[config.mk]
export PLATFORM = sky130hd
export DESIGN_NAME = rxq_index_ctl
export DESIGN_NICKNAME = d
export VERILOG_FILES = /design/src/rtl/rxq_pkg.sv /design/src/rtl/rxq_wrap_inc.sv /design/src/rtl/rxq_addr_gen.sv /design/src/rtl/rxq_index_ctl.sv
export SDC_FILE = /design/constraint.sdc
export NUM_CORES = 1
export LEC_CHECK = 0
export ABC_AREA = 1
export CAP_MARGIN = 10
export CORE_MARGIN = 2
export CORE_UTILIZATION = 60
export CTS_CLUSTER_SIZE = 30
export DETAILED_ROUTE_END_ITERATION = 12
export DONT_BUFFER_PORTS = 1
export PLACE_DENSITY = 0.84
export REMOVE_ABC_BUFFERS = 1
export SLEW_MARGIN = 25
export SYNTH_ARGS = -nofsm -noshare
export SYNTH_HDL_FRONTEND = slang
export SYNTH_SLANG_ARGS = --single-unit
export TNS_END_PERCENT = 50
[constraint.sdc]
create_clock -name clk -period 6.9 [get_ports clk]
set_clock_uncertainty 0.15 [all_clocks]
set_input_delay 1.38 -clock clk [delete_from_list [all_inputs] [get_ports clk]]
set_output_delay 1.38 -clock clk [all_outputs]
set_load 0.05 [all_outputs]
[src/rtl/rxq_pkg.sv]
package rxq_pkg;

    // Bit positions of the flag clear vector
    localparam int FLG_WM   = 0;
    localparam int FLG_FULL = 1;
    localparam int FLG_LOST = 2;
    localparam int FLG_N    = 3;

    localparam int WORDS_W  = 5;

    // Data-field code to element size in RAM words (header words included)
    function automatic logic [WORDS_W-1:0] elem_words(input logic [2:0] code);
        logic [WORDS_W-1:0] w;
        case (code)
            3'd0:    w = 5'd4;
            3'd1:    w = 5'd5;
            3'd2:    w = 5'd6;
            3'd3:    w = 5'd7;
            3'd4:    w = 5'd8;
            3'd5:    w = 5'd10;
            3'd6:    w = 5'd14;
            default: w = 5'd18;
        endcase
        return w;
    endfunction

endpackage

[src/rtl/rxq_wrap_inc.sv]
module rxq_wrap_inc #(
    parameter int W = 6
) (
    input  logic [W-1:0] idx_i,
    input  logic [W-1:0] last_i,
    output logic [W-1:0] nxt_o
);
    always_comb begin
        if (idx_i >= last_i) nxt_o = '0;
        else                 nxt_o = idx_i + W'(1);
    end
endmodule

[src/rtl/rxq_addr_gen.sv]
module rxq_addr_gen #(
    parameter int IDX_W   = 6,
    parameter int SA_W    = 14,
    parameter int WORDS_W = 5,
    parameter int AD_W    = 15
) (
    input  logic [SA_W-1:0]    start_i,
    input  logic [IDX_W-1:0]   idx_i,
    input  logic [WORDS_W-1:0] words_i,
    output logic [AD_W-1:0]    addr_o
);
    logic [IDX_W+WORDS_W-1:0] offs;

    always_comb begin
        offs   = IDX_W'(idx_i) * WORDS_W'(words_i);
        addr_o = AD_W'(start_i) + AD_W'(offs);
    end
endmodule

[src/rtl/rxq_index_ctl.sv]
module rxq_index_ctl
    import rxq_pkg::*;
#(
    parameter  int MAX_DEPTH = 64,
    parameter  int SA_W      = 14,
    localparam int IDX_W     = $clog2(MAX_DEPTH),
    localparam int LVL_W     = $clog2(MAX_DEPTH + 1),
    localparam int AD_W      = $clog2((1 << SA_W) + MAX_DEPTH * 18)
) (
    input  logic              clk,
    input  logic              rst_n,
    input  logic [LVL_W-1:0]  cfg_depth,
    input  logic [LVL_W-1:0]  cfg_wmark,
    input  logic [SA_W-1:0]   cfg_start,
    input  logic [2:0]        cfg_dsize,
    input  logic              store_i,
    input  logic              ack_i,
    input  logic [FLG_N-1:0]  irq_clr_i,
    output logic [AD_W-1:0]   wr_addr_o,
    output logic [AD_W-1:0]   rd_addr_o,
    output logic [IDX_W-1:0]  put_idx_o,
    output logic [IDX_W-1:0]  get_idx_o,
    output logic [LVL_W-1:0]  fill_o,
    output logic              full_o,
    output logic              irq_wm_o,
    output logic              irq_full_o,
    output logic              irq_lost_o
);

    typedef struct packed {
        logic [IDX_W-1:0] put;
        logic [IDX_W-1:0] get;
        logic [LVL_W-1:0] fill;
        logic             wm;
        logic             full;
        logic             lost;
    } state_t;

    state_t q, d;

    logic [LVL_W-1:0]   depth_c;
    logic [IDX_W-1:0]   last_c;
    logic [IDX_W-1:0]   put_nxt, get_nxt;
    logic [WORDS_W-1:0] words_c;
    logic [LVL_W-1:0]   fill_inc;
    logic               full_c, empty_c, do_st, do_ack, wm_en;
    logic               wm_hit, full_hit, lost_hit;

    // Effective depth clamped into 1..MAX_DEPTH
    always_comb begin
        if (cfg_depth == '0)                      depth_c = LVL_W'(1);
        else if (cfg_depth > LVL_W'(MAX_DEPTH))   depth_c = LVL_W'(MAX_DEPTH);
        else                                      depth_c = cfg_depth;
        last_c  = IDX_W'(depth_c - LVL_W'(1));
        words_c = elem_words(cfg_dsize);
    end

    // Index increment modulo depth for both pointers
    logic [IDX_W-1:0] ptr_cur [2];
    logic [IDX_W-1:0] ptr_nxt [2];
    logic [AD_W-1:0]  ptr_adr [2];

    assign ptr_cur[0] = q.put;
    assign ptr_cur[1] = q.get;

    for (genvar i = 0; i < 2; i++) begin : g_ptr
        rxq_wrap_inc #(.W(IDX_W)) u_inc (
            .idx_i  (ptr_cur[i]),
            .last_i (last_c),
            .nxt_o  (ptr_nxt[i])
        );
        rxq_addr_gen #(
            .IDX_W   (IDX_W),
            .SA_W    (SA_W),
            .WORDS_W (WORDS_W),
            .AD_W    (AD_W)
        ) u_adr (
            .start_i (cfg_start),
            .idx_i   (ptr_cur[i]),
            .words_i (words_c),
            .addr_o  (ptr_adr[i])
        );
    end

    assign put_nxt = ptr_nxt[0];
    assign get_nxt = ptr_nxt[1];

    // Next-state computation
    always_comb begin
        d        = q;
        fill_inc = q.fill + LVL_W'(1);
        full_c   = (q.fill >= depth_c);
        empty_c  = (q.fill == '0);
        do_st    = store_i && !full_c;
        do_ack   = ack_i && !empty_c;
        wm_en    = (cfg_wmark != '0) && (cfg_wmark <= depth_c);

        if (do_st)  d.put = put_nxt;
        if (do_ack) d.get = get_nxt;

        case ({do_st, do_ack})
            2'b10:   d.fill = fill_inc;
            2'b01:   d.fill = q.fill - LVL_W'(1);
            default: d.fill = q.fill;
        endcase

        wm_hit   = wm_en && do_st && !do_ack && (fill_inc == cfg_wmark);
        full_hit = do_st && !do_ack && (fill_inc == depth_c);
        lost_hit = store_i && full_c;

        d.wm   = wm_hit   | (q.wm   & ~irq_clr_i[FLG_WM]);
        d.full = full_hit | (q.full & ~irq_clr_i[FLG_FULL]);
        d.lost = lost_hit | (q.lost & ~irq_clr_i[FLG_LOST]);
    end

    always_ff @(posedge clk or negedge rst_n) begin
        if (!rst_n) q <= '0;
        else        q <= d;
    end

    assign wr_addr_o  = ptr_adr[0];
    assign rd_addr_o  = ptr_adr[1];
    assign put_idx_o  = q.put;
    assign get_idx_o  = q.get;
    assign fill_o     = q.fill;
    assign full_o     = full_c;
    assign irq_wm_o   = q.wm;
    assign irq_full_o = q.full;
    assign irq_lost_o = q.lost;

    // ---------------- assertions ----------------
    p_fill_bound_r11: assert property (@(posedge clk) disable iff (!rst_n)
        fill_o <= depth_c);

    p_full_meets_r5: assert property (@(posedge clk) disable iff (!rst_n)
        full_o |-> (put_idx_o == get_idx_o));

    p_store_sets_full_r5: assert property (@(posedge clk) disable iff (!rst_n)
        (store_i && !ack_i && !full_o && (fill_o == depth_c - LVL_W'(1))) |=> (full_o && irq_full_o));

    p_drop_when_full_r6: assert property (@(posedge clk) disable iff (!rst_n)
        (store_i && full_o) |=> ($stable(put_idx_o) && irq_lost_o));

    p_empty_ack_r3: assert property (@(posedge clk) disable iff (!rst_n)
        (ack_i && !store_i && fill_o == '0) |=> ($stable(get_idx_o) && fill_o == '0));

    p_both_level_r4: assert property (@(posedge clk) disable iff (!rst_n)
        (store_i && ack_i && !full_o && fill_o != '0) |=> $stable(fill_o));

    p_sticky_wm_r8: assert property (@(posedge clk) disable iff (!rst_n)
        (irq_wm_o && !irq_clr_i[FLG_WM]) |=> irq_wm_o);

    p_lost_clear_r8: assert property (@(posedge clk) disable iff (!rst_n)
        (irq_lost_o && irq_clr_i[FLG_LOST] && !store_i) |=> !irq_lost_o);

    p_stride_r10: assert property (@(posedge clk) disable iff (!rst_n)
        (put_idx_o == get_idx_o) |-> (wr_addr_o == rd_addr_o));

endmodule

# == Yosys cells after proc, flatten, opt, wreduce, memory -nomap -nowiden ==
# Index checks and enable logic that the tools add are counted.
# totals
ff_bits,22
out_inout_bits,53
word_cells,62
# classes
add_sub_neg,7
n_mul,2
magnitude_cmp,5
eq_ne,10
n_mux,6
n_bitwise,9
n_reduce_logical,17
# op_table
op,count
case mux 5 bit (7 select lines),1
adder 14 x 11 -> 15 bit,2
multiplier 6 x 5 -> 11 bit,2
equality test 7 bit,2
logical NOT 7 bit,2
2-to-1 mux 7 bit,2
case mux 7 bit (2 select lines),1
adder 6 x 1 -> 6 bit (second input constant),2
>= comparator 6 bit,2
2-to-1 mux 6 bit,2
equality test 3 bit (second input constant),3
logical AND 1 bit,9
adder 7 x 1 -> 7 bit (second input constant),1
>= comparator 7 bit,1
greater-than comparator 7 bit (second input constant),1
<= comparator 7 bit,1
nonzero test 7 bit,1
subtractor 7 x 1 -> 7 bit (second input constant),1
equality test 3 x 2 -> 1 bit (second input constant),2
subtractor 6 x 1 -> 6 bit (second input constant),1
AND 1 bit,3
equality test 3 x 1 -> 1 bit (second input constant),1
logical NOT 1 bit,3
logical NOT 3 bit,1
other kinds (5),9

# == Longest topological paths before layout ==
# Gate-level depths: netlist of the first run.
# depth
word_depth,10
mapped_depth,20
mapped_depth_nobuf,19

# == Cells and area by module ==
# From an unflattened synthesis of the first run, not the netlist that was laid out.
# hier_totals
cells_unflattened,852
hier_area_um2,5487.8
# modules_own_cells
module,n_inst,cells_per_inst,area_per_inst_um2
rxq_index_ctl,1,289,1975.6
rxq_addr_gen at g_ptr[0].u_adr,1,232,1482.7
rxq_addr_gen at g_ptr[1].u_adr,1,229,1476.4
rxq_wrap_inc,2,51,276.5

# == Least setup slack after synthesis of the first run ==
# OpenSTA, ideal clock, no wires.
# synth_path
path_type,input to output
startpoint,input port cfg_dsize[1]
endpoint,output port rd_addr_o[12]
t_arrival_ns,5.298
setup_slack_ns,0.072
path_stages,17
path_buffers,0
path_cell_list,inv_1 o21ai_0 clkinv_1 nor2_1 fa_1 fa_1 inv_1 fa_1 inv_1 ha_1 a21oi_1 nand2_1 nand2_1 nand2_1 nand3_1 nand2_1 xor2_1
# synth_via
elab_chain_len,4
word_cells_on_any_way,10
classes_between,add/sub (1); mul (1); eq/ne (6); mux (1); reduce/logical (1)
# synth_lines
item,line_no,source
from (decl),rxq_index_ctl.sv:15,"input logic [2:0] cfg_dsize,"
equality test 3 bit (tied with other cells),rxq_pkg.sv:14,case (code)
case mux 5 bit (7 select lines) (*),rxq_pkg.sv:14,
multiplier 6 x 5 -> 11 bit (*),rxq_addr_gen.sv:15,offs = IDX_W'(idx_i) * WORDS_W'(words_i);
adder 14 x 11 -> 15 bit (*),rxq_addr_gen.sv:16,addr_o = AD_W'(start_i) + AD_W'(offs);
to (decl),rxq_index_ctl.sv:20,"output logic [AD_W-1:0] rd_addr_o,"
# Every way passes the cells marked *; elsewhere a longest branch is shown, timed or not.

# == Final worst setup path of the first run ==
# layout_path
startpoint,input port cfg_dsize[1]
endpoint,output port wr_addr_o[12]
# layout_via
elab_chain_len,4
word_cells_on_any_way,10
classes_between,add/sub (1); mul (1); eq/ne (6); mux (1); reduce/logical (1)
# layout_lines
item,line_no,source
equality test 3 bit (tied with other cells),rxq_pkg.sv:14,
case mux 5 bit (7 select lines) (*),rxq_pkg.sv:14,
multiplier 6 x 5 -> 11 bit (*),rxq_addr_gen.sv:15,
adder 14 x 11 -> 15 bit (*),rxq_addr_gen.sv:16,
to (decl),rxq_index_ctl.sv:19,"output logic [AD_W-1:0] wr_addr_o,"
# Marks and branches as above.

==> results.py, run 1 <==
metrics = {
    "floorplan": {
        "die_area_sq_um": 8850,
        "fp.dieW_um": 94.1,
        "ios": 91,
        "core_area_sq_um": 7810,
        "die_height_um": 94.1,
        "initial_core_util_pct": 62.4,
        "row_count": 32,
    },
    "synth": {
        "synth_area_sq_um": 4870,
        "synth_cell_types": 35,
        "synth_top_family_by_area": "adder cells",
        "synth_compound_area_share_pct": 8.79,
        "synth_xor_area_share_pct": 6.30,
        "yosys-top-cells-area": "ha_1 20%, fa_1 17%, dfrtp_1 11%, nand2_1 11%, inv_1 8.7%",
        "yosys-mux-area-fraction_pct": 0,
        "yosys_warnings": 0,
        "yosysTopAreaCellShare_pct": 19.5,
        "avgSynthCellArea_sq_um": 7.15,
        "synth_adder_area_share_pct": 36.8,
        "ys_seq_area_share_pct": 11.3,
        "synthSimpleGateAreaFrac_pct": 26.4,
        "synth_largest_area_cell": "ha_1",
        "synth-seq-cells": 22,
        "synthCells": 681,
    },
    "routing": {
        "first_pass_iters": 6,
        "drtIter0Drc": 305,
        "drc": 0,
        "final_antenna_net_count": 0,
        "viasPerCell": 5.65,
        "wl_mm": 11.9,
        "dr_total_vias": 4545,
        "wl_per_cell_um": 14.8,
    },
    "placement": {
        "portBuffers": 0,
        "gp_congestion": 0.924,
        "dp_hpwl_mm": 9.95,
        "placedCellCount": 801,
    },
    "critical_path": {
        "crit_required_ps": 5370,
        "startpoint_type": "input pin",
        "path_class": "in -> out",
        "critPathCaptureType": "primary output",
        "cp.arrival_ps": 4980,
        "crit_start": "cfg_dsize[1]",
        "cp_max_fo": 9,
        "r2r-start": "fill_o[0]",
    },
    "sta": {
        "rsz0062_at_grt": "false",
        "timing.slew.headroom_pct": 45.3,
        "period_share_pct": 94.4,
        "finalCriticalPeriod_ps": 6510,
        "finalSetupTns_ps": 0,
        "worst_pin_slew_ps": 820,
        "clock.fmax_ghz": 0.154,
        "slew_violations": 0,
        "final_hold_viol_count": 0,
        "setup_viol": 0,
    },
    "finish": {
        "fillers": 672,
        "syn_to_final_growth_pct": 6.68,
        "final_cell_mix": "142 x nand2_1, 113 x inv_1, 82 x nor2_1",
        "stdcell_count": 805,
        "antenna_cells": 0,
        "nets": 860,
        "mostFrequentLayoutCell": "nand2_1",
        "drive_gt1_share_pct": 7.40,
    },
    "grt": {
        "grt_antenna_before_repair": 0,
        "grt_overflow_total": 0,
        "grt_max_degree": 23,
        "grt_usage_pct": 28.5,
        "grt_pass1_wl_mm": 20.4,
        "grt_pass1_vias": 4641,
    },
    "clock_tree": {
        "cts_buffers": 3,
        "clk_latency_ps": 270,
        "cts.sinks": 22,
        "clkSlewWorstSetupHoldPaths_ps": 80,
        "clock_path_buffers": 2,
        "tritoncts": "yes",
        "root_buffer": "clkbuf_8",
        "cts_max_level": 1,
    },
    "job": {
        "maxCapViolCount": 0,
    },
    "hold_path": {
        "holdCritStartpoint": "put_idx_o[3]",
        "hold_class": "reg -> reg",
    },
    "run_status": {
        "status": "completed",
    },
}
[layer usage]
layer | part of all wire (%) | wire length (um) | global-route usage (%) | up-vias
met4 | 2.2 | 259 | 10.0 | 0
li1 | - | - | - | 2212
met5 | 0 | 0 | 0 | -
met3 | 7.9 | 942 | 3.53 | 27
met1 | 41 | 4890 | 35.9 | 2099
met2 | 49 | 5780 | 50.2 | 207
[synth_stat cells]
| library cell | number |
|---|---|
| a21o_1 | 3 |
| nor2_2 | 2 |
| nor3_1 | 2 |
| a21oi_1 | 32 |
| clkbuf_1 | 2 |
| a21oi_2 | 1 |
| clkinv_4 | 1 |
| o211ai_1 | 1 |
| o21ai_1 | 1 |
| a31oi_1 | 5 |
| inv_1 | 113 |
| nor2_1 | 82 |
| o21ai_0 | 28 |
| o21bai_1 | 5 |
| xor2_1 | 28 |
| inv_2 | 4 |
| xnor2_1 | 7 |
| o21ai_2 | 1 |
| dfrtp_1 | 22 |
| o22ai_1 | 1 |
| buf_4 | 1 |
| nand3_1 | 42 |
| clkbuf_2 | 1 |
| fa_1 | 42 |
| nand3_2 | 1 |
| nand2_2 | 8 |
| nor2_4 | 2 |
| buf_2 | 2 |
| nand3b_1 | 4 |
| clkinv_1 | 2 |
| ha_1 | 76 |
| buf_6 | 2 |
| nand4_1 | 14 |
| nor3_2 | 1 |
| nand2_1 | 142 |
[critical path, cell delays in order]
cell,delay [ps]
inv_1,40
o21ai_0,280
inv_2,160
nor2_1,150
fa_1,470
fa_1,560
inv_1,60
fa_1,540
inv_1,60
ha_1,340
nand3_1,90
nand2_1,120
nand4_1,90
nand2_1,110
nand2_1,60
nand2_1,90
xor2_1,170
buf_4,220
[state kept, by name, indices dropped and copies added (netlist names)]
name,cells
irq_lost_o,1
fill_o,7
irq_wm_o,1
get_idx_o,6
put_idx_o,6
irq_full_o,1
[worst paths after layout]
check	to	slack, ps	cells after the start
max in group asynchronous	fill_o[6]	5890	0
min reg2reg	put_idx_o[3]	490	2
max reg2reg	irq_full_o	3270	16
min	put_idx_o[3]	490	2
min in group asynchronous	put_idx_o[4]	640	0
max	wr_addr_o[12]	390	18
[repair_timing]
| item | CTS | global route |
|---|---|---|
| buffers inserted | 0 | 0 |
| gates resized for setup | 0 | 1 |
| hold endpoints to repair | 0 | 0 |
| hold buffers | 0 | 0 |
| setup endpoints to repair | 0 | 3 |
[logic make-up (layout without fill, tap and decap cells)]
logic type                 after synthesis  count (layout)
xor gates and xnor gates                35              35
adders and majority gates              118             118
and+or+nand+nor                        300             300
AOI/OAI and AO/OA                       78              78
DFF                                     22              22
buffers and inverters                  128             150
[through the flow]
stage	setup slack [ps]	area, sq um	util (%)	hold slack [ps]
global route	169	5190	66.5	577
floorplan	72.2	4820	-	605
CTS	277	5190	66.5	502
global placement	406	5140	65.8	460
finish	389	5190	66.5	495
detailed placement	286	5140	65.8	482
[cell type report]
class / instances / area (sq um) / area share [%]
clock buffer: 4 / 55.1 / 1.06
inverter: 120 / 455 / 8.77
multi-input combinational: 531 / 3810 / 73.4
sequential: 22 / 551 / 10.6
tap: 102 / 128 / 2.46
timing repair buffer: 26 / 195 / 3.76
Power of run 1 is not shown: default switching activity piles up to over one toggle a cycle in this logic, so the estimate is an artifact.
==> inputs of run 2 (changes only) <==
--- a/config.mk
+++ b/config.mk
@@ -8,11 +8,11 @@
 export ABC_AREA = 1
 export CAP_MARGIN = 10
 export CORE_MARGIN = 2
-export CORE_UTILIZATION = 60
+export CORE_UTILIZATION = 45
 export CTS_CLUSTER_SIZE = 30
 export DETAILED_ROUTE_END_ITERATION = 12
 export DONT_BUFFER_PORTS = 1
-export PLACE_DENSITY = 0.84
+export PLACE_DENSITY = 0.68
 export REMOVE_ABC_BUFFERS = 1
 export SLEW_MARGIN = 25
 export SYNTH_ARGS = -nofsm -noshare
==> constraint.sdc (replaced) <==
create_clock -name clk -period 6.9 [get_ports clk]
set_clock_uncertainty 0.15 [all_clocks]
set_input_delay 1.035 -clock clk [delete_from_list [all_inputs] [get_ports clk]]
set_output_delay 1.035 -clock clk [all_outputs]
set_load 0.05 [all_outputs]
==> results.py, run 2 (synthesis gave the netlist of run 1 again) <==
metrics = {
    "grt": {
        "grt_antenna_before_repair": 0,
        "grt_overflow_total": 0,
        "grt_pass1_wl_mm": 20.5,
        "grt_usage_pct": 21.8,
        "grt_max_degree": 23,
        "grt_pass1_vias": 4517,
    },
    "sta": {
        "timing.slew.headroom_pct": 43.3,
        "rsz0062_at_grt": "false",
        "finalSetupTns_ps": 0,
        "setup_viol": 0,
        "clock.fmax_ghz": 0.160,
        "final_hold_viol_count": 0,
        "finalCriticalPeriod_ps": 6260,
        "worst_pin_slew_ps": 851,
        "period_share_pct": 90.7,
        "slew_violations": 0,
    },
    "critical_path": {
        "startpoint_type": "input pin",
        "path_class": "in -> out",
        "reg2reg_depth": 12,
        "r2r_end": "fill_o[3]",
        "crit_start": "cfg_dsize[1]",
        "crit_end": "wr_addr_o[7]",
        "crit_required_ps": 5710,
        "cp_max_fo": 9,
        "critPathCaptureType": "primary output",
        "r2r-start": "fill_o[0]",
        "cp.arrival_ps": 5070,
        "r2r_setup_slack_ps": 3280,
    },
    "finish": {
        "final_cell_mix": "142 x nand2_1, 113 x inv_1, 82 x nor2_1",
        "fillers": 1018,
        "largest_reg_flops": 7,
        "drive_gt1_share_pct": 6.86,
        "largest_register": "fill_o",
        "finalInstanceArea_sq_um": 5210,
        "mostFrequentLayoutCell": "nand2_1",
        "syn_to_final_growth_pct": 7.09,
        "nets": 857,
        "antenna_cells": 0,
    },
    "floorplan": {
        "initial_core_util_pct": 46.7,
        "die_height_um": 108,
        "fp.dieW_um": 108,
        "ios": 91,
        "core_area_sq_um": 10400,
        "row_count": 37,
        "die_area_sq_um": 11700,
    },
    "routing": {
        "drc": 0,
        "first_pass_iters": 7,
        "drtIter0Drc": 259,
        "viasPerCell": 5.35,
        "final_antenna_net_count": 0,
        "wl_per_cell_um": 14.9,
        "wl_mm": 12.4,
        "dr_total_vias": 4472,
    },
    "clock_tree": {
        "clk_latency_ps": 270,
        "cts.sinks": 22,
        "clkSlewWorstSetupHoldPaths_ps": 90,
        "cts_setup_buffers": 0,
        "cts_max_level": 1,
        "clock_path_buffers": 2,
        "tritoncts": "yes",
        "holdBufCountCts": 0,
        "cts_buffers": 3,
        "root_buffer": "clkbuf_8",
        "postCtsResizedCells": 0,
    },
    "placement": {
        "gp_congestion": 0.901,
        "portBuffers": 0,
        "dp_hpwl_mm": 10.5,
        "placed_area_sq_um": 5160,
    },
    "run_status": {
        "status": "completed",
    },
    "hold_path": {
        "hold_class": "in -> async",
    },
    "job": {
        "maxCapViolCount": 0,
    },
}
## run 2: cell count changes in the layout (fill, tap and decap cells not counted)
cell      before  now
clkinv_1       1    2
inv_2          5    4
buf_4         26   23
## run 2: routing by layer
| layer | global-route usage (%) | routed length, um |
|---|---|---|
| met1 | 26.8 | 5220 |
| met3 | 3.44 | 903 |
| met2 | 38.7 | 5930 |
| met5 | 0 | 0 |
| met4 | 7.97 | 363 |
## run 2: area by class of cell
type	count	area (sq um)	area share (%)
Clock buffer	4	55.1	1.06
Inverter	120	455	8.74
Multi-Input combinational cell	531	3810	73.1
Sequential cell	22	551	10.6
Tap cell	136	170	3.26
Timing Repair Buffer	23	173	3.31
## run 2: worst min-delay path by stage
stage / end / cells past startpoint / slack (ps)
final: put_idx_o[4] / 0 / 290
after global routing: put_idx_o[3] / 0 / 280
after CTS: put_idx_o[1] / 0 / 290
after detailed placement: put_idx_o[3] / 2 / 490
after global placement: put_idx_o[3] / 2 / 480
after floorplan: fill_o[0] / 0 / 590
## run 2: stage by stage
step	setup slack [ps]	util (%)	hold WS, ps	instances
5_1_grt	384	50.1	279	836
6_report	642	50.1	292	836
3_3_place_gp	832	49.5	483	832
4_1_cts	687	50.1	290	836
3_5_place_dp	718	49.5	488	832
2_1_floorplan	762	-	589	673
## run 2: critical path, stage by stage
cell,delay [ps]
inv_1,40
o21ai_0,410
clkinv_1,390
nor2_1,230
fa_1,490
fa_1,570
inv_1,60
fa_1,530
inv_1,40
ha_1,350
a21oi_1,220
o21ai_0,160
a21oi_1,170
xnor2_1,150
buf_4,220
Power of run 2 is left out for the same reason.
